--- config.mk ---
export PLATFORM = sky130hd
export DESIGN_NAME = stopgrant_seq
export DESIGN_NICKNAME = d
export VERILOG_FILES = /design/src/rtl/psq_pkg.sv /design/src/rtl/psq_decode.sv /design/src/rtl/psq_sg_track.sv /design/src/rtl/psq_fsm.sv /design/src/rtl/stopgrant_seq.sv
export SDC_FILE = /design/constraint.sdc
export NUM_CORES = 1
export LEC_CHECK = 0
export BUFFER_PORTS_ARGS = -buffer_cell sky130_fd_sc_hd__clkbuf_2
export CAP_MARGIN = 20
export CORE_MARGIN = 2
export CORE_UTILIZATION = 40
export CTS_BUF_LIST = sky130_fd_sc_hd__clkbuf_4 sky130_fd_sc_hd__clkbuf_8 sky130_fd_sc_hd__clkbuf_16
export CTS_CLUSTER_DIAMETER = 80
export DETAILED_ROUTE_END_ITERATION = 10
export HOLD_SLACK_MARGIN = 0.1
export PLACE_DENSITY_LB_ADDON = 0.1
export SYNTH_ARGS = -nofsm -noshare
export SYNTH_HDL_FRONTEND = slang
export SYNTH_SLANG_ARGS = --single-unit
--- constraint.sdc ---
create_clock -name clk -period 1.8 [get_ports clk]
set_input_delay 0.36 -clock clk [delete_from_list [all_inputs] [get_ports clk]]
set_output_delay 0.36 -clock clk [all_outputs]
set_load 0.01 [all_outputs]
--- src/rtl/psq_pkg.sv ---
// Shared codes and state encoding for the stop-grant sequencer.
// Assumes an 8-bit special-cycle code space, widened by users as needed.
package psq_pkg;
    localparam logic [7:0] CODE_HALT    = 8'h01;
    localparam logic [7:0] CODE_STOPGNT = 8'h02;

    localparam logic [1:0] IO_HALT    = 2'b01;
    localparam logic [1:0] IO_STOPGNT = 2'b10;

    typedef enum logic [3:0] {
        ST_RUN     = 4'd0,
        ST_HOLD    = 4'd1,
        ST_QUIESCE = 4'd2,
        ST_FINISH  = 4'd3,
        ST_DISC    = 4'd4,
        ST_SREF    = 4'd5,
        ST_ASLEEP  = 4'd6,
        ST_EXIT_SR = 4'd7,
        ST_RECON   = 4'd8,
        ST_REARB   = 4'd9
    } pstate_t;
endpackage

--- src/rtl/psq_decode.sv ---
// Classifies one special-cycle message as halt, stop-grant or unknown.
// Assumes the address match was done upstream; purely combinational.
module psq_decode #(
    parameter int DATA_W = 8
) (
    input  logic              valid,
    input  logic [DATA_W-1:0] data,
    output logic              is_halt,
    output logic              is_stopgnt
);
    import psq_pkg::*;

    // Compare the code against the two recognised encodings.
    always_comb begin
        is_halt    = valid && (data == DATA_W'(CODE_HALT));
        is_stopgnt = valid && (data == DATA_W'(CODE_STOPGNT));
    end
endmodule

--- src/rtl/psq_sg_track.sv ---
// Keeps one stop-grant flag per processor and reports when a message
// completes the set of installed processors. Processor 0 is always installed.
// Assumes flags only update while enable is high (running state).
module psq_sg_track #(
    parameter int NUM_CPU = 2,
    parameter int ID_W    = 1
) (
    input  logic            clk,
    input  logic            rst_n,
    input  logic            enable,
    input  logic            clr,
    input  logic            is_stopgnt,
    input  logic [ID_W-1:0] cpu_id,
    input  logic            second_present,
    output logic            complete
);
    logic [NUM_CPU-1:0] flag_q;
    logic [NUM_CPU-1:0] present;
    logic [NUM_CPU-1:0] hit;
    logic [NUM_CPU-1:0] after;

    for (genvar i = 0; i < NUM_CPU; i++) begin : g_cpu
        if (i == 0) begin : g_boot
            assign present[i] = 1'b1;
        end else begin : g_extra
            assign present[i] = second_present;
        end
        assign hit[i] = enable && is_stopgnt && present[i] && (cpu_id == ID_W'(i));

        // Set the flag on a first stop-grant, clear it on request.
        always_ff @(posedge clk) begin
            if (!rst_n || clr) flag_q[i] <= 1'b0;
            else if (hit[i])   flag_q[i] <= 1'b1;
        end
    end

    // A new, non-duplicate message that leaves every installed flag set.
    always_comb begin
        after    = flag_q | hit;
        complete = (|(hit & ~flag_q)) && (&(after | ~present));
    end
endmodule

--- src/rtl/psq_fsm.sv ---
// Quiesce and wake sequencer. Each step holds a level request until its
// acknowledge arrives; the unwind waits for each acknowledge to drop.
module psq_fsm (
    input  logic       clk,
    input  logic       rst_n,
    input  logic       sg_complete,
    input  logic       disconnect_en,
    input  logic       arb_idle_ack,
    input  logic       queues_empty,
    input  logic       bus_cycles_done,
    input  logic       disconnect_ack,
    input  logic       selfrefresh_ack,
    input  logic       wake,
    output logic       in_run,
    output logic       clr_flags,
    output logic       arb_disable,
    output logic       disconnect_req,
    output logic       selfrefresh_req,
    output logic [3:0] state
);
    import psq_pkg::*;

    pstate_t st_q, st_d;

    // Next-state selection.
    always_comb begin
        st_d = st_q;
        unique case (st_q)
            ST_RUN:     if (sg_complete) st_d = disconnect_en ? ST_QUIESCE : ST_HOLD;
            ST_HOLD:    if (wake) st_d = ST_RUN;
            ST_QUIESCE: if (arb_idle_ack && queues_empty) st_d = ST_FINISH;
            ST_FINISH:  if (bus_cycles_done) st_d = ST_DISC;
            ST_DISC:    if (disconnect_ack) st_d = ST_SREF;
            ST_SREF:    if (selfrefresh_ack) st_d = ST_ASLEEP;
            ST_ASLEEP:  if (wake) st_d = ST_EXIT_SR;
            ST_EXIT_SR: if (!selfrefresh_ack) st_d = ST_RECON;
            ST_RECON:   if (!disconnect_ack) st_d = ST_REARB;
            ST_REARB:   if (!arb_idle_ack) st_d = ST_RUN;
            default:    st_d = ST_RUN;
        endcase
    end

    // State register.
    always_ff @(posedge clk) begin
        if (!rst_n) st_q <= ST_RUN;
        else        st_q <= st_d;
    end

    // Moore outputs and flag clearing.
    always_comb begin
        in_run          = (st_q == ST_RUN);
        clr_flags       = (wake && (st_q == ST_RUN || st_q == ST_HOLD))
                       || (st_q == ST_REARB && !arb_idle_ack);
        arb_disable     = (st_q inside {ST_QUIESCE, ST_FINISH, ST_DISC, ST_SREF,
                                        ST_ASLEEP, ST_EXIT_SR, ST_RECON});
        disconnect_req  = (st_q inside {ST_DISC, ST_SREF, ST_ASLEEP, ST_EXIT_SR});
        selfrefresh_req = (st_q inside {ST_SREF, ST_ASLEEP});
        state           = st_q;
    end
endmodule

--- src/rtl/stopgrant_seq.sv ---
// Top of the stop-grant power-state sequencer. Decodes processor special
// cycles, forwards halt and completed stop-grant to the I/O bus as a one-cycle
// request, and drives the quiesce/wake handshakes. Only one message per cycle.
module stopgrant_seq #(
    parameter int NUM_CPU = 2,
    parameter int DATA_W  = 8,
    localparam int ID_W   = (NUM_CPU > 1) ? $clog2(NUM_CPU) : 1
) (
    input  logic              clk,
    input  logic              rst_n,
    input  logic              cpu_special_valid,
    input  logic [ID_W-1:0]   cpu_id,
    input  logic [DATA_W-1:0] encoded_data,
    input  logic              second_cpu_present,
    input  logic              disconnect_en,
    input  logic              arb_idle_ack,
    input  logic              queues_empty,
    input  logic              bus_cycles_done,
    input  logic              disconnect_ack,
    input  logic              selfrefresh_ack,
    input  logic              wake,
    output logic              io_special_req,
    output logic [1:0]        io_special_type,
    output logic              arb_disable,
    output logic              disconnect_req,
    output logic              selfrefresh_req,
    output logic [3:0]        pwr_state
);
    import psq_pkg::*;

    logic is_halt, is_stopgnt, sg_complete, in_run, clr_flags;

    psq_decode #(.DATA_W(DATA_W)) u_dec (
        .valid      (cpu_special_valid),
        .data       (encoded_data),
        .is_halt    (is_halt),
        .is_stopgnt (is_stopgnt)
    );

    psq_sg_track #(.NUM_CPU(NUM_CPU), .ID_W(ID_W)) u_trk (
        .clk            (clk),
        .rst_n          (rst_n),
        .enable         (in_run),
        .clr            (clr_flags),
        .is_stopgnt     (is_stopgnt),
        .cpu_id         (cpu_id),
        .second_present (second_cpu_present),
        .complete       (sg_complete)
    );

    psq_fsm u_fsm (
        .clk             (clk),
        .rst_n           (rst_n),
        .sg_complete     (sg_complete),
        .disconnect_en   (disconnect_en),
        .arb_idle_ack    (arb_idle_ack),
        .queues_empty    (queues_empty),
        .bus_cycles_done (bus_cycles_done),
        .disconnect_ack  (disconnect_ack),
        .selfrefresh_ack (selfrefresh_ack),
        .wake            (wake),
        .in_run          (in_run),
        .clr_flags       (clr_flags),
        .arb_disable     (arb_disable),
        .disconnect_req  (disconnect_req),
        .selfrefresh_req (selfrefresh_req),
        .state           (pwr_state)
    );

    // Register the one-cycle I/O bus request and its type.
    always_ff @(posedge clk) begin
        if (!rst_n) begin
            io_special_req  <= 1'b0;
            io_special_type <= 2'b00;
        end else begin
            io_special_req  <= is_halt || sg_complete;
            io_special_type <= is_halt ? IO_HALT : (sg_complete ? IO_STOPGNT : 2'b00);
        end
    end
endmodule

==> metrics.yaml, run 1 <==
timing:
  timing.hold.ws_ns: 0.387
  relSlewSlack_pct: 75.5
  clock-skew-final_ns: 0.00221
  max_freq_ghz: 0.565
  setup_ws_ns: 0.0299
  fin_crit_sh_pct: 98.3
  rsz0062_at_grt: "yes"
  finalWorstPathRequiredPeriod_ns: 1.77
  setup_viol: 0
  finalHoldViolations: 0
  worst_slew_pin_slew_ns: 0.362
  drv_slew: 0
die:
  rows: 14
  dieHeight_um: 43.6
  initial_core_util_pct: 42.2
  dieArea_sq_um: 1900
  io_pins: 30
  die-width_um: 43.6
  core_area_sq_um: 1490
drt:
  via_per_inst: 5.25
  firstDrtPassIters: 4
  wire_per_inst_um: 10.9
  dr_total_vias: 735
  wirelength_um: 1530
  ant_nets: 0
  drtIter0Drc: 7
  drc: 0
cts:
  cts.clk_slew.worst_paths_ns: 0.06
  clock_tree.root_cell: "clkbuf_4"
  cts.sinks: 9
  cts_max_level: 1
  clkLatencyLatePin_ns: 0.25
  numCtsBuffers: 3
  cts_tree: "built"
  clockBufferDepth: 2
layout:
  n_antenna_cell: 0
  syn2layout_area_growth_pct: 46.8
  final_util_pct: 61.9
  layout.cells.non_filler: 140
  drive_gt1_share_pct: 44.4
  final_cell_area_sq_um: 922
  final_nets: 145
setup_path:
  crit_slowest_cell: "dfxtp_2"
  cp-end-kind: "flop"
  critPathTopFamily: "compound AO/OA/AOI/OAI gates"
  cp_max_fo: 12
  slowest_delay_ns: 0.33
  critPathBufInv: 1
  path_cells: "buf_12 > nor4_4 > nand4_1 > a21o_1 > a211o_1 > o41ai_2"
  cp.arrival_ns: 1.93
  worstSetupPathType: "reg -> reg"
  cp.required_ns: 1.96
  startpoint_type: "flop"
logic_synthesis:
  yosysSeqAreaShare_pct: 28.7
  syn_avg_cell_area_sq_um: 7.75
  yosysUniqueCellTypes: 36
  synth_nets: 101
  ys_ff_latch: 9
  synth_top_area_share_pct: 28.7
  synthesis.area_sq_um: 628
  yosysTopAreaCell: "dfxtp_1"
  yosys-top-cells-area: "dfxtp_1 (29%), nor2_1 (7.8%), o21ai_0 (5.6%)"
  netlist_instances: 81
  yosysWarnings: 0
global_route:
  grt_pass1_vias: 662
  antenna_found_initial: 0
  grt_first_pass_wirelength_um: 2610
  grt_max_degree: 14
  overflow: 0
  grt_util_all_layers_pct: 18.3
place:
  placed_area_sq_um: 888
  place_ws_ns: -0.0814
  portBuffers: 29
  hpwl_um: 1270
  routabilityCongestion: 0.727
  placed_cells: 136
job:
  drv_cap: 0
pwr:
  power_density_nw_per_um2: 439
  p_leak_nw: 0.435
  peakVddDrop_mv: 0.170
hold_path:
  hp-class: "in -> reg"
outcome:
  status: "finished clean"
## final timing paths
kind / start / endpoint / slack [ns] / depth (start not counted)
hold / removal: encoded_data[0] / io_special_type[0] / 0.39 / 3
hold reg to reg: u_trk.flag_q[1] / u_trk.flag_q[1] / 0.49 / 2
setup reg to reg: u_fsm.state[2] / u_fsm.state[0] / 0.03 / 6
setup / recovery: u_fsm.state[2] / u_fsm.state[0] / 0.03 / 6
## report_power, final
part / total (mW) / switching [mW] / internal, mW
Combinational: 0.0407 / 0.0187 / 0.0220
Clock: 0.165 / 0.0650 / 0.100
Sequential: 0.199 / 0.0000673 / 0.199
## flip-flops by register name, summed over array words and instances (netlist names)
signal,flops
u_fsm.state,4
io_special_type,2
u_trk.flag_q,2
io_special_req,1
## area by class of cell
class	instances	area, sq um
flip-flops and latches	9	184
inverters	5	18.8
well taps	16	20.0
repair buffers	44	270
multi-input cells	62	399
clock buffers	4	30.0
fillers	150	567
## cells in the final DEF (no fill, tap or decap), types with 2 or more instances in the layout
| cell | synthesis | final |
|---|---|---|
| clkbuf_2 | 0 | 29 |
| buf_4 | 1 | 14 |
| nor2_1 | 13 | 13 |
| o21ai_0 | 7 | 7 |
| dfxtp_1 | 9 | 6 |
| inv_1 | 5 | 5 |
| a21oi_1 | 5 | 5 |
| nand2_1 | 5 | 5 |
| clkbuf_4 | 0 | 4 |
| nand3b_1 | 3 | 3 |
| dfxtp_2 | 0 | 3 |
| nor2b_1 | 2 | 2 |
| nand4b_1 | 2 | 2 |
| nand3_1 | 2 | 2 |
## what timing repair did
item	in CTS	in global routing
hold buffers	0	0
pin swaps	0	0
buffers inserted	0	0
resized for setup	1	2
endpoints found under the setup margin	2	2
## per-stage QoR
stage          power, mW  setup TNS (ns)
2_1_floorplan      0.217               0
4_1_cts            0.410               0
5_1_grt            0.426          -0.171
3_3_place_gp       0.243        -0.00773
6_report           0.405               0
3_5_place_dp       0.245         -0.0814
## synthesized netlist by cell type (all sizes together)
cell / number
xnor2: 1
nor2b: 2
mux2: 1
mux2i: 1
o22ai: 1
o21ai: 7
nand3b: 3
o32a: 1
o41ai: 1
nand2b: 1
a31oi: 1
nor2: 13
o31ai: 1
or4: 1
nand4b: 2
dfxtp: 9
a21oi: 5
nor3: 1
o211ai: 1
nand4: 1
nor4b: 1
xor2: 1
and3b: 2
nand3: 2
clkbuf: 3
or2b: 1
a32o: 1
inv: 5
a211o: 1
o311ai: 1
nand2: 5
a21o: 1
nor4: 1
buf: 2
## metal layers
| metal | vias up | GRT usage [%] | routed length (um) |
|---|---|---|---|
| met1 | 325 | 20.7 | 684 |
| li1 | 379 | - | - |
| met4 | 0 | 10.9 | 27 |
| met5 | - | 0 | 0 |
| met3 | 2 | 3.33 | 121 |
| met2 | 29 | 31.5 | 694 |
## worst min-delay path, cell delays in order
cell	delay [ns]
clkbuf_2	0.09
nand4b_1	0.10
nor2_1	0.04
## kinds of logic after synthesis
family,synth area share [%]
compound gates,23.7
xor+xnor,2.79
buf+inv,7.77
flops,28.7
mux,3.39
simple gates,33.7
No activity file was read; power rests on OpenSTA's default activity.
==> run 2: changes to the inputs <==
--- a/config.mk
+++ b/config.mk
@@ -5,15 +5,16 @@
 export SDC_FILE = /design/constraint.sdc
 export NUM_CORES = 1
 export LEC_CHECK = 0
-export BUFFER_PORTS_ARGS = -buffer_cell sky130_fd_sc_hd__clkbuf_2
 export CAP_MARGIN = 20
-export CORE_MARGIN = 2
-export CORE_UTILIZATION = 40
+export CORE_AREA = 2 2 39 41
 export CTS_BUF_LIST = sky130_fd_sc_hd__clkbuf_4 sky130_fd_sc_hd__clkbuf_8 sky130_fd_sc_hd__clkbuf_16
 export CTS_CLUSTER_DIAMETER = 80
 export DETAILED_ROUTE_END_ITERATION = 10
+export DIE_AREA = 0 0 41 43
+export DONT_BUFFER_PORTS = 1
 export HOLD_SLACK_MARGIN = 0.1
 export PLACE_DENSITY_LB_ADDON = 0.1
+export SETUP_SLACK_MARGIN = 0.5
 export SYNTH_ARGS = -nofsm -noshare
 export SYNTH_HDL_FRONTEND = slang
 export SYNTH_SLANG_ARGS = --single-unit
==> run 2 against run 1 <==
First-iteration DRC count increased by 57%. Via count decreased by 12%. Cell count decreased by 19%. Design area decreased by 1.1%. Register-to-register slack improved by 0.07 ns. Count of clock-buffer cells in the layout unchanged. Combinational power decreased by 58%. Sequential power decreased by 2%. Worst hold slack got worse by 0.14 ns. Sequential cell count unchanged. Worst setup slack improved by 0.074 ns. Critical path type unchanged.
==> metrics.yaml, run 2 (synthesized netlist as in run 1, its figures left out) <==
outcome:
  status: "finished clean"
layout:
  layout.cells.non_filler: 113
  final_cell_mix: "nor2_1 (10), buf_4 (9), buf_6 (7)"
  final_util_pct: 65.9
  final_nets: 118
  drive_gt1_share_pct: 45.4
  largest_reg_flops: 4
  final_common_cell: "nor2_1"
  final_cell_area_sq_um: 912
  n_antenna_cell: 0
  fillers: 116
  syn2layout_area_growth_pct: 45.2
hold_path:
  hold_depth: 2
  hp-class: "in -> reg"
timing:
  fin_crit_sh_pct: 94.2
  finalWorstPathRequiredPeriod_ns: 1.70
  clock-skew-final_ns: 0.00662
  relSlewSlack_pct: 80.0
  max_freq_ghz: 0.590
  setup_ws_ns: 0.104
  fin_setup_tns_ns: 0
  worst_slew_pin_slew_ns: 0.299
  drv_slew: 0
  timing.hold.ws_ns: 0.247
  finalHoldViolations: 0
  setup_viol: 0
  rsz0062_at_grt: "yes"
pwr:
  p_leak_nw: 0.344
  p_total_mw: 0.378
  power_density_nw_per_um2: 415
  peakVddDrop_mv: 0.424
drt:
  wirelength_um: 1640
  firstDrtPassIters: 4
  wire_per_inst_um: 14.5
  drtIter0Drc: 11
  drc: 0
  via_per_inst: 5.73
  ant_nets: 0
  dr_total_vias: 648
die:
  dieArea_sq_um: 1760
  initial_core_util_pct: 45.4
  io_pins: 30
  core_area_sq_um: 1380
  die-width_um: 41
  dieHeight_um: 43
  rows: 14
place:
  placed_area_sq_um: 669
  portBuffers: 0
  routabilityCongestion: 0.803
  hpwl_um: 1150
  placed_cells: 96
  place_ws_ns: 0.0979
setup_path:
  worstSetupPathType: "reg -> reg"
  startpoint_type: "flop"
  cp_max_fo: 7
  reg2regPathDepth: 5
  cp.required_ns: 1.95
  cp.arrival_ns: 1.84
  cp-end-kind: "flop"
global_route:
  antenna_found_initial: 0
  grt_first_pass_wirelength_um: 2590
  grt_util_all_layers_pct: 21.2
  overflow: 0
  grt_pass1_vias: 636
  grt_max_degree: 15
cts:
  cts.sinks: 9
  clockBufferDepth: 2
  cts_max_level: 1
  holdBufCountCts: 0
  cts_tree: "built"
  clkLatencyLatePin_ns: 0.26
  numCtsBuffers: 3
  clock_tree.root_cell: "clkbuf_4"
  cts.clk_slew.worst_paths_ns: 0.06
job:
  drv_cap: 0
==> run 2: cell count changes in the layout (fill, tap and decap cells not counted), sizes merged <==
cell / delta
clkbuf: -29
buf: +2
==> run 2: cell type report <==
type                       instances  area, sq um  share of cell area [%]
clock buffer                       4         30.0                    3.29
inverter                           5         21.3                    2.33
multi-input combinational         62          482                    52.8
sequential                         9          193                    21.1
tap                               16         20.0                    2.19
timing repair buffer              17          166                    18.2
==> run 2: what timing repair did <==
action                     4_1_cts  5_1_grt
setup buffers                    7        6
setup endpoints to repair       11       12
gates resized for setup         18       10
pin swaps                        4        9
==> run 2: critical path: stages, from the launching register on <==
cell      delay [ns]
dfxtp_4         0.41
or2b_4          0.31
or4_4           0.51
o311ai_4        0.10
a211o_1         0.18
o22ai_1         0.08
==> run 2: path summary, 6_finish.rpt <==
check / startpoint / end / slack, ns
max: u_fsm.state[2] / u_fsm.state[1] / 0.10
min: rst_n / u_trk.flag_q[1] / 0.25
max reg2reg: u_fsm.state[2] / u_fsm.state[1] / 0.10
min reg2reg: u_trk.flag_q[1] / u_trk.flag_q[1] / 0.51
==> run 2: power by group <==
part | leakage, nW | switching, mW | internal [mW]
combinational | 0.250 | 0.00826 | 0.00866
sequential | 0.0754 | 0.000106 | 0.195
clock | 0.0184 | 0.0664 | 0.100
==> run 2: layer usage <==
metal  up-vias  GRT usage (%)  share of wire (%)
met5         -              0                  0
met4         0           10.0               0.55
met3         2           1.57                4.9
met2        22           34.4                 53
met1       300           26.9                 41
li1        324              -                  -
==> run 3: changes to the inputs <==
--- a/config.mk
+++ b/config.mk
@@ -14,6 +14,7 @@
 export DONT_BUFFER_PORTS = 1
 export HOLD_SLACK_MARGIN = 0.1
 export PLACE_DENSITY_LB_ADDON = 0.1
+export RECOVER_POWER = 50
 export SETUP_SLACK_MARGIN = 0.5
 export SYNTH_ARGS = -nofsm -noshare
 export SYNTH_HDL_FRONTEND = slang
==> run 3 against run 2 <==
Total power fell by 0.11%. Combinational power barely moved. Die area did not move. Design area fell by 0.69%. Worst hold slack barely moved. Non-clock buffer count did not move. Worst setup slack barely moved. Clock skew barely moved. Sequential share of layout area rose by 0.15 points. Critical path depth did not move. Largest power group unchanged. Register-to-register slack barely moved.
==> metrics.yaml, run 3 (synthesized netlist as in run 1, its figures left out) <==
outcome:
  status: "finished clean"
die:
  die-width_um: 41
  rows: 14
  initial_core_util_pct: 45.4
  core_area_sq_um: 1380
  io_pins: 30
  dieArea_sq_um: 1760
  dieHeight_um: 43
cts:
  numCtsBuffers: 3
  cts_tree: "built"
  cts_max_level: 1
  clkLatencyLatePin_ns: 0.26
  cts.sinks: 9
  cts.clk_slew.worst_paths_ns: 0.06
  holdBufCountCts: 0
  clockBufferDepth: 2
  clock_tree.root_cell: "clkbuf_4"
setup_path:
  cp.required_ns: 1.95
  crit_start: "u_fsm.state[2]"
  r2r-end: "u_fsm.state[1]"
  slowest_delay_ns: 0.51
  cp.arrival_ns: 1.84
  crit_slowest_cell: "or4_4"
  worstSetupPathType: "reg -> reg"
  reg2regPathDepth: 5
  cp-end-kind: "flop"
  crit-reg2reg-launch: "u_fsm.state[2]"
  path_cells: "or2b_4 > or4_4 > o311ai_4 > a211o_1 > o22ai_1"
  startpoint_type: "flop"
  cp_max_fo: 7
  ff2ff_setup_slack_ns: 0.10
drt:
  firstDrtPassIters: 4
  wire_per_inst_um: 14.5
  wirelength_um: 1640
  drtIter0Drc: 11
  dr_total_vias: 649
  ant_nets: 0
  drc: 0
  via_per_inst: 5.74
global_route:
  grt_first_pass_wirelength_um: 2590
  overflow: 0
  grt_util_all_layers_pct: 21.2
  antenna_found_initial: 0
  grt_max_degree: 15
  grt_pass1_vias: 636
timing:
  rsz0062_at_grt: "yes"
  relSlewSlack_pct: 75.6
  finalWorstPathRequiredPeriod_ns: 1.70
  timing.hold.ws_ns: 0.247
  clock-skew-final_ns: 0.00653
  finalHoldViolations: 0
  worst_slew_pin_slew_ns: 0.361
  setup_viol: 0
  fin_crit_sh_pct: 94.2
  max_freq_ghz: 0.590
  drv_slew: 0
  fin_setup_tns_ns: 0
hold_path:
  hold_end: "u_trk.flag_q[1]"
  min_from: "rst_n"
  hp-class: "in -> reg"
  hold_depth: 2
layout:
  fillers: 115
  register_area_sq_um: 193
  n_antenna_cell: 0
  largest_reg_flops: 4
  syn2layout_area_growth_pct: 44.2
  final_nets: 118
  final_cell_mix: "nor2_1 (10), buf_4 (9), buf_6 (7)"
  multiInputGateArea_sq_um: 475
  drive_gt1_share_pct: 44.3
  final_common_cell: "nor2_1"
place:
  portBuffers: 0
  hpwl_um: 1150
  routabilityCongestion: 0.803
pwr:
  peakVddDrop_mv: 0.424
  p_leak_nw: 0.342
  power_density_nw_per_um2: 417
job:
  drv_cap: 0
==> run 3: cell counts in the layout (fill, tap and decap cells not counted) <==
Identical to the previous run, type by type.
==> run 3: stage by stage <==
step / util [%] / setup WS (ns) / std cells / total power [mW] / area [sq um]
CTS: 59.9 / 0.184 / 107 / 0.386 / 828
global route: 65.5 / 0.0290 / 113 / 0.401 / 906
floorplan: - / 0.187 / 81 / 0.218 / 664
detailed placement: 48.4 / 0.0979 / 96 / 0.220 / 669
global placement: 48.4 / 0.0953 / 96 / 0.220 / 669
finish: 65.5 / 0.104 / 113 / 0.378 / 906
==> run 3: layout make-up <==
| cell class | count | area share (%) |
|---|---|---|
| clock buffer | 4 | 3.31 |
| inverter | 5 | 2.35 |
| sequential | 9 | 21.3 |
| timing repair buffer | 17 | 18.4 |
| multi-input combinational | 62 | 52.5 |
| tap | 16 | 2.21 |
==> run 3: repair_timing <==
item                                    CTS  global route
resized for setup                        18            10
setup buffers                             7             6
endpoints found under the setup margin   11            12
pin swaps                                 4             9
==> run 3: how the worst max path moves through the flow <==
stage / to / slack (ns) / cells past startpoint
4_1_cts: u_fsm.state[0] / 0.18 / 5
3_3_place_gp: u_fsm.state[0] / 0.1 / 5
5_1_grt: u_fsm.state[0] / 0.03 / 5
6_report: u_fsm.state[1] / 0.10 / 5
3_5_place_dp: u_fsm.state[0] / 0.1 / 5
2_1_floorplan: u_fsm.state[0] / 0.19 / 6
==> run 3: worst max-delay path: cells and delay by family, from the launching register on <==
kind	cells	cell delay (ns)
and+or+nand+nor	2	0.82
DFF	1	0.41
AOI/OAI and AO/OA	3	0.36
==> run 3: report_power, final <==
| group | leakage, nW | switching (mW) | internal [mW] |
|---|---|---|---|
| Clock | 0.0184 | 0.0663 | 0.100 |
| Sequential | 0.0754 | 0.000106 | 0.195 |
| Combinational | 0.248 | 0.00829 | 0.00828 |
==> run 3: routing by layer <==
metal / routed length [um] / GRT usage (%) / up-vias
met5: 0 / 0 / -
met4: 9 / 10.0 / 0
met3: 85 / 1.57 / 2
met2: 871 / 34.4 / 22
met1: 672 / 26.9 / 301
li1: - / - / 324
